File: src/rtl/cascade_irq_ctrl.sv
module cascade_irq_ctrl #(
  parameter int          W       = 32,
  parameter int          GRP     = 8,
  parameter int          SUM_LSB = 24,
  parameter int          AW      = 3,
  parameter int          VW      = 8,
  parameter logic [31:0] LO_KEEP = 32'h3DFF_FFFE,
  parameter logic [31:0] HI_KEEP = 32'h0F00_0DB7
) (
  input  logic          clk,
  input  logic          rst_n,
  input  logic [W-1:0]  lo_src,
  input  logic [W-1:0]  hi_src,
  input  logic [W-1:0]  gpp_pin,
  input  logic          wr_en,
  input  logic [AW-1:0] addr,
  input  logic [W-1:0]  wdata,
  output logic [W-1:0]  rdata,
  output logic          irq,
  output logic [VW-1:0] vec
);
  localparam int          NSUM  = W / GRP;
  localparam int          IW    = $clog2(W);
  localparam logic [VW-1:0] SPUR = {{(VW-1){1'b1}}, 1'b0};
  localparam logic [AW-1:0] A_LOC = AW'(0), A_HIC = AW'(1), A_GPC = AW'(2),
                            A_LOM = AW'(3), A_HIM = AW'(4), A_GPM = AW'(5);

  logic [W-1:0] lo_mask, hi_mask, gpp_mask, gpp_cause, gpp_prev;
  logic [W-1:0] lo_cause, hi_cause, lo_hit, hi_hit, gpp_hit, rise;
  logic [NSUM-1:0] summ;
  logic [IW-1:0] lo_idx, hi_idx, gp_idx;
  logic spur;

  wire unused_hi_sum = ^hi_src[SUM_LSB +: NSUM];

  function automatic logic [IW-1:0] lowest(input logic [W-1:0] v);
    logic [IW-1:0] r;
    r = '0;
    for (int i = W - 1; i >= 0; i--)
      if (v[i]) r = IW'(i);
    return r;
  endfunction

  assign rise     = gpp_pin & ~gpp_prev;
  assign gpp_hit  = gpp_cause & gpp_mask;

  for (genvar g = 0; g < NSUM; g++) begin : g_sum
    assign summ[g] = |gpp_hit[g*GRP +: GRP];
  end

  assign lo_cause = lo_src;
  always_comb begin
    hi_cause = hi_src;
    hi_cause[SUM_LSB +: NSUM] = summ;
  end

  assign lo_hit = lo_cause & LO_KEEP[W-1:0] & lo_mask;
  assign hi_hit = hi_cause & HI_KEEP[W-1:0] & hi_mask;
  assign lo_idx = lowest(lo_hit);
  assign hi_idx = lowest(hi_hit);
  assign gp_idx = lowest(gpp_hit);

  always_comb begin
    spur = 1'b0;
    vec  = SPUR;
    if (|lo_hit)
      vec = VW'(lo_idx);
    else if (|hi_hit) begin
      if (int'(hi_idx) >= SUM_LSB) begin
        if (|gpp_hit) vec = VW'(2 * W) + VW'(gp_idx);
        else          spur = 1'b1;
      end else
        vec = VW'(W) + VW'(hi_idx);
    end else
      spur = 1'b1;
  end

  assign irq = ~spur;

  always_comb begin
    case (addr)
      A_LOC:   rdata = lo_cause;
      A_HIC:   rdata = hi_cause;
      A_GPC:   rdata = gpp_cause;
      A_LOM:   rdata = lo_mask;
      A_HIM:   rdata = hi_mask;
      A_GPM:   rdata = gpp_mask;
      default: rdata = '0;
    endcase
  end

  always_ff @(posedge clk) begin
    if (!rst_n) begin
      gpp_prev  <= '0;
      gpp_cause <= '0;
      lo_mask   <= '0;
      hi_mask   <= '0;
      gpp_mask  <= '0;
    end else begin
      gpp_prev <= gpp_pin;
      if (wr_en && addr == A_GPC) gpp_cause <= (gpp_cause & wdata) | rise;
      else                        gpp_cause <= gpp_cause | rise;
      if (wr_en && addr == A_LOM) lo_mask  <= wdata;
      if (wr_en && addr == A_HIM) hi_mask  <= wdata;
      if (wr_en && addr == A_GPM) gpp_mask <= wdata;
    end
  end
endmodule

File: config.mk
export PLATFORM = sky130hd
export DESIGN_NAME = cascade_irq_ctrl
export DESIGN_NICKNAME = d
export VERILOG_FILES = /design/src/rtl/cascade_irq_ctrl.sv
export SDC_FILE = /design/constraint.sdc
export NUM_CORES = 1
export LEC_CHECK = 0
export BUFFER_PORTS_ARGS = -buffer_cell sky130_fd_sc_hd__buf_2
export CORE_MARGIN = 5
export CORE_UTILIZATION = 50
export DETAILED_ROUTE_END_ITERATION = 6
export PLACE_DENSITY = 0.83
export SYNTH_ARGS = -nofsm -noshare
export SYNTH_HDL_FRONTEND = slang
export SYNTH_SLANG_ARGS = --single-unit
File: constraint.sdc
create_clock -name clk -period 7.3 [get_ports clk]
set_clock_uncertainty 0.2 [all_clocks]
set_input_delay 1.46 -clock clk [delete_from_list [all_inputs] [get_ports clk]]
set_output_delay 1.46 -clock clk [all_outputs]
set_load 0.01 [all_outputs]
==> qor.yml <==
timing:
  slew_violations: 0
  slew_headroom_pct: 27.0
  rsz0062_at_grt: "false"
  clock.fmax_mhz: 193
  setup_viol: 0
  finalHoldViolCount: 0
  tightest_slew_ps: 1090
  layout_min_cycle_time_ps: 5170
  period_share_pct: 70.8
  fin_tns_setup_ps: 0
global_route:
  grt_antenna_before_repair: 1
  grt_overflow: 0
  use_met1_pct: 37.5
  grt_pass1_wl_um: 40500
  grt_use_total_pct: 28.0
  grt_max_degree: 95
  grt-busiest-layer: "met2"
  grt_pass1_vias: 7758
  met2_usage_pct: 44.2
  grt.met3_usage_pct: 6.96
clocking:
  clock_latency_ps: 440
  ctsResizeCount: 0
  cts_tree: "done"
  htree_levels: 4
  ctsHoldBuffers: 0
  cts_made_buffers: 17
  clock_path_buffers: 2
  cts.sinks: 160
  cts.reportedPaths.clkPinSlew_ps: 60
  post_cts_buffers: 0
  root_buffer: "clkbuf_16"
synthesis:
  syn_area_mm2: 0.00792
  yosysSeqAreaShare_pct: 40.5
  ys_seq_elements: 160
  synth_nets: 1119
  synthFlopType: "dfxtp_1"
  yosysWarnings: 0
  postSynth.asyncResetShare_pct: 0
  synthCells: 985
  ys_types: 51
  syn_area_per_cell_um2: 8.04
  synth_edf_count: 0
finish:
  syn_to_final_growth_pct: 19.4
  antenna_cells: 0
  drive_gt1_share_pct: 20.0
  nets: 1260
  n_fill_cell: 1394
setup_path:
  start_kind: "input pin"
  cp_max_fo: 6
  crit_path_frequent_cell: "buf_2"
  worst_ep_required_time_ps: 5640
  end_kind: "output pin"
  rr_worst_depth: 2
  cp_cell_sequence: "buf_2, a222oi_1, nand3_1, or2_1, nor4_2, a31oi_1, o211ai_1, buf_2"
  setup.worst_path.class: "in -> out"
  crit_slowest_cell: "a222oi_1"
  reg2reg_to: "gpp_cause[16]"
  r2r_slack_ps: 6250
  reg2reg_from: "gpp_cause[16]"
  crit_arrival_ps: 3510
  cpPeakStageDelay_ps: 520
outcome:
  status: "complete, but fails checks"
  violations: "DRC"
floorplanning:
  die_w_um: 136
  die-area_mm2: 0.0185
  start_util_pct: 50.4
  num_rows: 46
  core_area_mm2: 0.0157
  ios: 175
  die_h_um: 136
routing:
  ant_nets: 0
  dr.first_iter.drc_count: 933
  vias: 8194
  via_per_inst: 6.05
  routed_wirelength_um: 25800
  remaining_drc_errors: 5
  wl_per_cell_um: 19.1
  drtPass1Iterations: 7
placed_design:
  io_buffers: 170
  gp_congestion: 1.02
  place_hpwl_um: 18400
pwr:
  p_total_uw: 2020
  vdd.ir_drop.worst_v: 0.000143
  power_density_mw_per_mm2: 214
  p_leak_uw: 0.00367
worst_hold_path:
  hold_path_depth: 2
  min_to: "hi_mask[14]"
  hp-start: "hi_mask[14]"
  min_path_type: "reg -> reg"
run:
  drv_cap: 0
==> registers in the layout (all words and copies together), names as in the netlist <==
register,cells
lo_mask,32
gpp_mask,32
gpp_cause,32
hi_mask,32
gpp_prev,32
==> layer usage <==
| metal | routed length [um] | vias up | part of all wire [%] |
|---|---|---|---|
| met5 | 7 | - | 0.027 |
| met4 | 585 | 2 | 2.3 |
| met3 | 2770 | 47 | 11 |
| met2 | 11800 | 488 | 46 |
| met1 | 10700 | 3828 | 41 |
| li1 | - | 3829 | - |
==> per-stage QoR <==
stage / instances / utilization (%) / cell area [um2] / hold slack [ps] / setup slack, ps
after floorplan: 985 / - / 7920 / 243 / 2770
after global placement: 1323 / 56.8 / 8920 / 251 / 2210
after detailed placement: 1323 / 56.8 / 8920 / 257 / 2190
after CTS: 1354 / 60.2 / 9460 / 266 / 2190
after global routing: 1354 / 60.2 / 9460 / 291 / 2010
final: 1354 / 60.2 / 9460 / 265 / 2130
==> cells in the final DEF, fill, tap and decap left out, types with 2 or more instances in the layout <==
cell	netlist	routed
a21oi_1	7	7
and2_0	2	2
a21boi_1	4	4
nor2b_1	2	2
nor2_2	1	3
and2_1	35	35
buf_4	0	14
clkbuf_1	47	2
o211ai_1	6	6
clkinv_4	0	2
a21boi_0	125	125
a222oi_1	7	7
o21ai_0	43	43
nand3_1	44	44
dfxtp_1	160	160
a31oi_1	7	7
o2111ai_1	3	3
nor3_2	1	3
nand2_1	255	255
clkbuf_16	0	17
a32oi_1	5	5
clkinv_2	0	6
a22o_1	5	5
buf_2	10	169
nor3b_4	0	2
a22oi_1	117	117
nand4_1	6	6
nor2_1	12	10
a21o_1	4	4
a221oi_1	2	2
inv_1	4	4
mux2i_1	4	4
nand2b_1	36	36
clkinvlp_4	0	2
a32o_1	5	5
==> critical path, delay by kind of cell <==
family          cells  cell delay (ps)
simple gates        3              950
compound gates      3              790
buf+inv             2              310
==> Yosys cell counts (2+ instances only) <==
library cell	number	area [um2]
a21boi_0	125	938
a21boi_1	4	30.0
a21o_1	4	30.0
a21oi_1	7	35.0
a221oi_1	2	17.5
a222oi_1	7	70.1
a22o_1	5	43.8
a22oi_1	117	878
a31oi_1	7	43.8
a32o_1	5	50.1
a32oi_1	5	43.8
and2_0	2	12.5
and2_1	35	219
buf_1	3	11.3
buf_2	10	50.1
clkbuf_1	47	176
dfxtp_1	160	3200
inv_1	4	15.0
mux2i_1	4	40.0
nand2_1	255	957
nand2b_1	36	225
nand3_1	44	220
nand4_1	6	37.5
nor2_1	12	45.0
nor2b_1	2	12.5
nor3_1	2	10.0
nor3b_2	2	25.0
o2111ai_1	3	26.3
o211ai_1	6	45.0
o21ai_0	43	215
==> kinds of logic after synthesis <==
group	Yosys count	share of synthesized area (%)
AND/OR/NAND/NOR	406	23.3
buffers and inverters	66	3.38
flip-flops	160	40.5
AO/OA/AOI/OAI	349	32.3
multiplexers	4	0.506
==> where the power goes <==
group          total (uW)  internal [uW]  leakage [uW]  switching [uW]
registers             937            908       0.00131            29.5
clock network         831            472      0.000265             359
logic                 256            105       0.00209             151
total                2020           1480       0.00367             539
==> layout make-up <==
class	count	area, um2	area share [%]
Tap cell	216	270	2.86
Sequential cell	160	3200	33.9
Clock buffer	20	447	4.72
Timing Repair Buffer	183	951	10.1
Multi-Input combinational cell	759	4470	47.3
Clock inverter	11	92.6	0.979
Inverter	5	18.8	0.198
==> how the worst max path moves through the flow <==
stage	start	to	slack [ps]	cells after the start
after floorplan	lo_src[26]	vec[2]	2770	7
after global placement	addr[0]	rdata[24]	2210	6
after detailed placement	addr[0]	rdata[24]	2190	6
after CTS	addr[0]	rdata[24]	2190	6
after global routing	hi_src[1]	vec[0]	2010	8
final	hi_src[1]	vec[0]	2130	8
(Power assumes the default switching activity.)
